===== src/rtl/cfg_rx_pkg.sv =====
package cfg_rx_pkg;

  // Strobes passed from the control path to the datapath.
  typedef struct packed {
    logic clear;   // a new frame has begun
    logic shift;   // capture one serial bit
    logic commit;  // the frame is complete and valid
  } ctrlStrobes_t;

endpackage


===== src/rtl/cfg_rx_sync.sv =====
module cfg_rx_sync #(
  parameter int WIDTH  = 3,
  parameter int STAGES = 2
) (
  input  logic             clk,
  input  logic             rst,
  input  logic [WIDTH-1:0] asyncIn,
  output logic [WIDTH-1:0] syncOut
);

  logic [WIDTH-1:0] chain [STAGES];

  genvar gs;
  generate
    for (gs = 0; gs < STAGES; gs++) begin : g_stage
      if (gs == 0) begin : g_first
        always_ff @(posedge clk) begin
          if (rst) chain[gs] <= '0;
          else     chain[gs] <= asyncIn;
        end
      end else begin : g_next
        always_ff @(posedge clk) begin
          if (rst) chain[gs] <= '0;
          else     chain[gs] <= chain[gs-1];
        end
      end
    end
  endgenerate

  assign syncOut = chain[STAGES-1];

endmodule


===== src/rtl/cfg_rx_ctrl.sv =====
module cfg_rx_ctrl
  import cfg_rx_pkg::*;
#(
  parameter int FRAME_BITS = 40
) (
  input  logic         clk,
  input  logic         rst,
  input  logic         enSync,
  input  logic         clkSync,
  output ctrlStrobes_t strobes
);

  localparam int CNT_W = $clog2(FRAME_BITS + 1);
  localparam logic [CNT_W-1:0] CNT_MAX = '1;

  logic enPrev;
  logic clkPrev;
  logic [CNT_W-1:0] bitCnt;
  logic enRise;
  logic enFall;
  logic clkRise;

  always_ff @(posedge clk) begin
    if (rst) begin
      enPrev  <= 1'b0;
      clkPrev <= 1'b0;
    end else begin
      enPrev  <= enSync;
      clkPrev <= clkSync;
    end
  end

  always_comb begin
    enRise  = enSync & ~enPrev;
    enFall  = ~enSync & enPrev;
    clkRise = clkSync & ~clkPrev;
  end

  // Counts bits captured in the current frame and saturates at its top value.
  always_ff @(posedge clk) begin
    if (rst) begin
      bitCnt <= '0;
    end else if (enRise) begin
      bitCnt <= '0;
    end else if (clkRise && enSync && bitCnt != CNT_MAX) begin
      bitCnt <= bitCnt + 1'b1;
    end
  end

  always_comb begin
    strobes.clear  = enRise;
    strobes.shift  = clkRise & enSync & ~enRise;
    strobes.commit = enFall & (bitCnt == CNT_W'(FRAME_BITS));
  end

endmodule


===== src/rtl/cfg_rx_datapath.sv =====
module cfg_rx_datapath
  import cfg_rx_pkg::*;
#(
  parameter int ADDR_W   = 8,
  parameter int DATA_W   = 32,
  parameter int NUM_REGS = 10
) (
  input  logic                       clk,
  input  logic                       rst,
  input  ctrlStrobes_t               strobes,
  input  logic                       dataBit,
  output logic                       wrStrobe,
  output logic [ADDR_W-1:0]          wrAddr,
  output logic [DATA_W-1:0]          wrData,
  output logic [NUM_REGS*DATA_W-1:0] regBank
);

  localparam int FRAME_BITS = ADDR_W + DATA_W;

  logic [FRAME_BITS-1:0] shiftReg;
  logic [ADDR_W-1:0]     addrField;
  logic [DATA_W-1:0]     dataField;

  always_ff @(posedge clk) begin
    if (rst || strobes.clear) begin
      shiftReg <= '0;
    end else if (strobes.shift) begin
      shiftReg <= {shiftReg[FRAME_BITS-2:0], dataBit};
    end
  end

  assign addrField = shiftReg[FRAME_BITS-1 -: ADDR_W];
  assign dataField = shiftReg[DATA_W-1:0];

  always_ff @(posedge clk) begin
    if (rst) begin
      wrStrobe <= 1'b0;
      wrAddr   <= '0;
      wrData   <= '0;
    end else begin
      wrStrobe <= strobes.commit;
      if (strobes.commit) begin
        wrAddr <= addrField;
        wrData <= dataField;
      end
    end
  end

  // One register per defined address. Addresses with no register match no entry.
  genvar gr;
  generate
    for (gr = 0; gr < NUM_REGS; gr++) begin : g_reg
      logic [DATA_W-1:0] entry;
      always_ff @(posedge clk) begin
        if (rst) begin
          entry <= '0;
        end else if (strobes.commit && addrField == ADDR_W'(gr)) begin
          entry <= dataField;
        end
      end
      assign regBank[gr*DATA_W +: DATA_W] = entry;
    end
  endgenerate

endmodule


===== src/rtl/cfg_rx_top.sv =====
module cfg_rx_top
  import cfg_rx_pkg::*;
#(
  parameter int ADDR_W      = 8,
  parameter int DATA_W      = 32,
  parameter int NUM_REGS    = 10,
  parameter int SYNC_STAGES = 2
) (
  input  logic                       clk,
  input  logic                       rst,
  input  logic                       serEn,
  input  logic                       serClk,
  input  logic                       serData,
  output logic                       wrStrobe,
  output logic [ADDR_W-1:0]          wrAddr,
  output logic [DATA_W-1:0]          wrData,
  output logic [NUM_REGS*DATA_W-1:0] regBank
);

  localparam int FRAME_BITS = ADDR_W + DATA_W;

  logic [2:0]   syncVec;
  ctrlStrobes_t strobes;

  cfg_rx_sync #(.WIDTH(3), .STAGES(SYNC_STAGES)) u_sync (
    .clk     (clk),
    .rst     (rst),
    .asyncIn ({serEn, serClk, serData}),
    .syncOut (syncVec)
  );

  cfg_rx_ctrl #(.FRAME_BITS(FRAME_BITS)) u_ctrl (
    .clk     (clk),
    .rst     (rst),
    .enSync  (syncVec[2]),
    .clkSync (syncVec[1]),
    .strobes (strobes)
  );

  cfg_rx_datapath #(.ADDR_W(ADDR_W), .DATA_W(DATA_W), .NUM_REGS(NUM_REGS)) u_dp (
    .clk      (clk),
    .rst      (rst),
    .strobes  (strobes),
    .dataBit  (syncVec[0]),
    .wrStrobe (wrStrobe),
    .wrAddr   (wrAddr),
    .wrData   (wrData),
    .regBank  (regBank)
  );

endmodule


===== config.mk =====
export PLATFORM = sky130hd
export DESIGN_NAME = cfg_rx_top
export DESIGN_NICKNAME = d
export VERILOG_FILES = /design/src/rtl/cfg_rx_pkg.sv /design/src/rtl/cfg_rx_sync.sv /design/src/rtl/cfg_rx_ctrl.sv /design/src/rtl/cfg_rx_datapath.sv /design/src/rtl/cfg_rx_top.sv
export SDC_FILE = /design/constraint.sdc
export NUM_CORES = 1
export LEC_CHECK = 0
export CORE_ASPECT_RATIO = 1.75
export CORE_UTILIZATION = 40
export DETAILED_ROUTE_END_ITERATION = 8
export PLACE_DENSITY = 0.67
export SYNTH_ARGS = -nofsm -noshare
export SYNTH_HDL_FRONTEND = slang
export SYNTH_SLANG_ARGS = --single-unit

===== constraint.sdc =====
create_clock -name clk -period 5.55 [get_ports clk]
set_clock_uncertainty 0.2 [all_clocks]
set_input_delay 0.555 -clock clk [delete_from_list [all_inputs] [get_ports clk]]
set_output_delay 0.555 -clock clk [all_outputs]
set_load 0.01 [all_outputs]

Yosys cells after proc, flatten, opt, wreduce, memory -nomap -nowiden --
Memories as Yosys holds them, arrays and structs flattened. Cells that the tools add are included.
Cells by class: $add $sub $neg 1, eq/ne operators 11, multiplexer cells 5, bitwise logic cells 12, reduce and logical (&&, ||, !) cells 15
Operators with widths (count):
- == test 8 x 3 -> 1 bit, second input constant | 4
- == test 8 x 2 -> 1 bit, second input constant | 2
- == test 8 x 4 -> 1 bit, second input constant | 2
- logical AND 1 bit | 12
- == test 8 x 1 -> 1 bit, second input constant | 1
- zero test 8 bit | 1
- adder 6 x 1 -> 6 bit, second input constant | 1
- AND 1 bit | 6
- == test 6 bit, second input constant | 1
- two-way mux 3 bit | 2
- != test 6 bit, second input constant | 1
- inverter 1 bit | 4
- two-way mux 1 bit | 3
- OR 1 bit | 2
- OR reduction 2 bit | 1
- logical OR 1 bit | 1
Storage, ports and cells: bits in registers 409, bits in writable memories 6, bits of input ports 5, output and inout bits 361, word-level logic and storage cells 62, memories kept 1
Memory list:
- u_sync.chain | depth 2, width 3, rd ports 2, clocked after Yosys merged registers in 0, write ports 2, RTL line cfg_rx_sync.sv:11 | logic [WIDTH-1:0] chain [STAGES];

Longest topological paths before layout --
depth after elaboration 4, gate-level depth with buffers 8

Hierarchy --
Synthesis repeated with hierarchy kept, for this count alone.
Second synthesis, totals: cells, all modules 1442, area total of the unflattened synthesis 15955.3 um^2
Modules (own cells, without submodules):
- cfg_rx_datapath | instances 1, cells an instance 1379, area an instance 15342.2 um^2, seq. area each 8027.7 um^2
- cfg_rx_ctrl | instances 1, cells an instance 51, area an instance 455.4 um^2, seq. area each 160.2 um^2
- cfg_rx_sync | instances 1, cells an instance 12, area an instance 157.7 um^2, seq. area each 120.1 um^2

Worst setup path after synthesis --
Ideal clock, no wire load.
kind reg-to-reg, start point register u_ctrl.bitCnt[0], end point register u_dp.g_reg[2].entry[15], setup time 130 ps, arrival time 1568 ps, data required time 5220 ps, path slack 3653 ps, cell stages (with the launch flop) 9, cell sequence dfxtp_1 > inv_1 > ha_1 > and4bb_1 > buf_4 > and4_1 > buf_4 > buf_6 > mux2i_1
On the way: word-level cells in the longest chain between the ends 3
Ends and longest elaborated chain:
- start: declaration | RTL line cfg_rx_ctrl.sv:18 | logic [CNT_W-1:0] bitCnt;
- start signal: assignment | RTL line cfg_rx_ctrl.sv:46 | bitCnt <= bitCnt + 1'b1;
- == test 6 bit | RTL line cfg_rx_ctrl.sv:53 | strobes.commit = enFall & (bitCnt == CNT_W'(FRAME_BITS));
- AND 1 bit | RTL line cfg_rx_ctrl.sv:53
- logical AND 1 bit | RTL line cfg_rx_datapath.sv:57 | end else if (strobes.commit && addrField == ADDR_W'(gr)) begin
- end signal: assignment | RTL line cfg_rx_datapath.sv:58 | entry <= dataField;
- end: declaration | RTL line cfg_rx_datapath.sv:53 | logic [DATA_W-1:0] entry;
No other way between the ends. A chain may end at the register's enable or synchronous reset.

Worst setup path after layout --
start point register u_ctrl.bitCnt[3], end point register u_dp.g_reg[9].entry[0]
On the way: word-level cells in the longest chain between the ends 3
Ends and longest elaborated chain (RTL line):
- == test 6 bit | cfg_rx_ctrl.sv:53
- AND 1 bit | cfg_rx_ctrl.sv:53
- logical AND 1 bit | cfg_rx_datapath.sv:57
- end signal: assignment | cfg_rx_datapath.sv:58
- end: declaration | cfg_rx_datapath.sv:53
No other way between the ends.

==> metrics.md <==
| Metric | Value |
|---|---|
| Clock Tree Buf Depth | `3` |
| P_int | `4.451 mW` |
| # rows | `94` |
| Critical Path Stages | `4` |
| Worst-Margin Slew | `1205 ps` |
| Cell Pwr Density | `277.7 nW/µm²` |
| Netlist cell types | `42` |
| Die span in y | `260.7 µm` |
| Gate power share | `0.012` |
| I/O Pins | `366` |
| Cell depth of the worst flop-to-flop path | `4` |
| Vias per inst | `5.091` |
| Psw | `1.167 mW` |
| Total number of vias | `11830` |
| Fmax | `340.2 MHz` |
| Maximum vdd drop | `0.1838 mV` |
| RSZ-0062 raised after global routing | `no` |
| Cell area after layout | `20230 µm²` |
| # nets final | `1826` |
| Synth-to-Final Area Change | `32.29%` |
| Max cap viols | `0` |
| Yosys top cell area share | `0.5431` |
| Synth Register Bits | `415` |
| Post-CTS Setup Inserts | `0` |
| Bufs and invs on worst path | `1` |
| Net switching share of the total power | `0.2077` |
| Status | `finished, final reports clean` |
| Number of routed nets with antenna violations | `0` |
| First-pass GRT wire length | `69320 µm` |
| Detailed-router iteration count before antenna repair | `7` |
| Synth top cells by count | `nand2_1, dfxtp_1, mux2i_1, a21oi_1, clkbuf_1` |
| Worst path required time | `5780 ps` |
| CP Capture Type | `flip-flop` |
| CP startpoint | `u_ctrl.bitCnt[3]` |
| Flop pwr share | `0.531` |
| Placed insts | `2259` |
| FILL cells | `3431` |
| Antenna cell count | `0` |
| Post_cts resized | `0` |
| Critical Path AT | `3170 ps` |
| Final Non-Filler Cells | `2324` |
| Setup-failing EPs final | `0` |
| Final GP Congestion | `0.7974` |
| FF-to-FF Start | `u_ctrl.bitCnt[3]` |
| Multi-input gate area | `6330 µm²` |
| CP endpoint | `u_dp.g_reg[9].entry[0]` |
| Die area | `39060 µm²` |
| Seq. cell area | `8308 µm²` |
| Critical Path Max Stage Delay | `830 ps` |
| Syn Inst Count | `1518` |
| Hold/Removal Path Class | `reg2reg` |
| Leak | `8.592 nW` |
| Max-slew violations | `0` |
| Asr flop ratio synth | `0` |
| Worst slew margin | `0.1965` |
| Routed WL per cell | `20.08 µm` |
| Crit-path slowest cell | `nand4_4` |
| Final HPWL DP | `31980 µm` |
| Reg2reg setup slack | `2610 ps` |
| Post-synth EDFFs | `0` |
| Vias in the first global route | `11500` |
| Finished Core Util | `0.5376` |
| Worst r2r dst | `u_dp.g_reg[9].entry[0]` |
| Total grt overflow | `0` |
| Clock net sink count | `415` |
| Ys flop type | `dfxtp_1` |
| # hold bufs at CTS | `0` |
| DP Area | `19020 µm²` |
| CP cell instances | `and3b_2 -> buf_4 -> nand4_4 -> mux2i_1` |
| Clk root buf | `clkbuf_16` |
| Pin count of the biggest net entering global routing | `175` |
| Share of cells above drive strength 1 | `0.04881` |
| Top-count cell post-synth | `nand2_1` |
| Crit Path Max Fanout | `44` |
| Clock power frac | `0.457` |
| Setup tns final | `0 ps` |
| CP top delay family | `simple AND/OR/NAND/NOR gates` |
| Starting Density | `0.4064` |
| Critical hold path startpoint | `u_sync.chain[1][0]` |
| Initial antenna violation count | `0` |
| Core area | `37640 µm²` |
| Min Tclk post-route | `2939 ps` |
| Period utilization | `0.5296` |
| Mean Syn Cell Area | `10.08 µm²` |
| PortBufs | `365` |
| CTS tree | `done` |
| CTS clk-pin slew, worst paths | `70 ps` |
| Die W | `149.8 µm` |
| Startpoint types | `flip-flop` |
| Drt drc | `0` |
| Ranking of synthesized cells by area | `dfxtp_1, mux2i_1, nand2_1` |
| Htree depth | `2` |
| Worst-Skew Late Latency | `520 ps` |
| Synth Cell Area | `15300 µm²` |
| Final WL | `46660 µm` |
| Post-synthesis sequential area ratio | `0.5431` |
| Crit Path Category | `reg2reg` |
| Mapped Nets | `1525` |
| Final Hold Fails | `0` |
| All-Layer GR Usage | `0.2344` |
| First DRT Iteration DRCs | `698` |
| Total CTS buffers | `38` |
| Yosys top cell by area | `dfxtp_1` |
| Yosys warnings | `0` |
-- kinds of logic (layout without fill, tap and decap cells) --
group / after synthesis / in the layout / synth area share
compound gates: 131 / 131 / 0.04450
fa+ha+maj: 2 / 2 / 0.001636
buf+inv: 123 / 449 / 0.04384
flops: 415 / 415 / 0.5431
mux: 323 / 323 / 0.2114
simple gates: 524 / 524 / 0.1555
-- per-stage QoR --
| stage | setup slack [ps] | hold WS, ps | power (mW) |
|---|---|---|---|
| floorplan | 3653 | 213.8 | 3.101 |
| global placement | 2516 | 225.0 | 3.117 |
| detailed placement | 2460 | 237.8 | 3.118 |
| CTS | 2582 | 250.5 | 5.674 |
| global route | 2417 | 264.6 | 5.791 |
| finish | 2611 | 248.1 | 5.618 |
-- placed cells by master (no fill, tap or decap), drive strengths merged --
cell type,instances
a211oi,1
o211ai,6
nor3b,1
dfxtp,415
or4bb,1
inv,7
o31a,1
clkdlybuf4s50,364
buf,12
nor2,2
mux2i,323
nand4,10
o21ai,41
and3b,1
nand2b,1
nor4,4
ha,2
clkbuf,58
o31ai,1
nand3,41
nand2,433
and4,3
nor3,3
clkinv,8
nand4b,3
and4bb,5
nor2b,7
a31oi,1
and4b,2
and3,1
nand3b,2
a21oi,80
nor4b,4
-- layer usage --
layer  global-route usage  wire length (µm)  share of wire  up-vias
li1                     -                 -              -     5689
met1               0.2663             18020           0.39     5624
met2               0.3998             23040           0.49      382
met3              0.03584              2071          0.044      136
met4               0.1622              3537          0.076        0
met5                    0                 0              0        -
-- worst min path at each step --
stage | depth (start not counted) | slack [ps] | to
after floorplan | 1 | 210 | u_sync.chain[1][0]
after global placement | 2 | 220 | u_dp.shiftReg[0]
after detailed placement | 2 | 240 | u_dp.shiftReg[0]
after CTS | 2 | 250 | u_dp.shiftReg[0]
after global routing | 1 | 260 | u_sync.chain[1][1]
final | 2 | 250 | u_dp.shiftReg[0]
-- state kept, by name (all words and copies together), names as in the netlist --
register / cells
u_ctrl.bitCnt: 6
u_ctrl.clkPrev: 1
u_ctrl.enPrev: 1
u_dp.g.entry: 320
u_dp.shiftReg: 40
u_dp.wrAddr: 8
u_dp.wrData: 32
u_dp.wrStrobe: 1
u_sync.chain: 6
-- tightest hold or removal path, stage by stage (launching register included) --
cell and delay [ps]:
dfxtp_1 300, nand2_1 50, a21oi_1 60
-- final cells by class --
| class | count | share of cell area |
|---|---|---|
| Clock buffer | 58 | 0.05831 |
| Inverter | 8 | 0.001855 |
| Tap cell | 480 | 0.02968 |
| Sequential cell | 415 | 0.4106 |
| Clock inverter | 7 | 0.001731 |
| Multi-Input combinational cell | 980 | 0.3128 |
| Timing Repair Buffer | 376 | 0.1850 |
-- power by group through the flow --
stage | registers (mW) | logic, mW | clock network (mW)
6_report | 2.98 | 0.0690 | 2.57
5_1_grt | 2.98 | 0.0756 | 2.74
4_1_cts | 2.98 | 0.0697 | 2.62
3_5_place_dp | 3.05 | 0.0695 | 0
3_3_place_gp | 3.05 | 0.0687 | 0
2_1_floorplan | 3.05 | 0.0534 | 0
(Power assumes the default switching activity.)
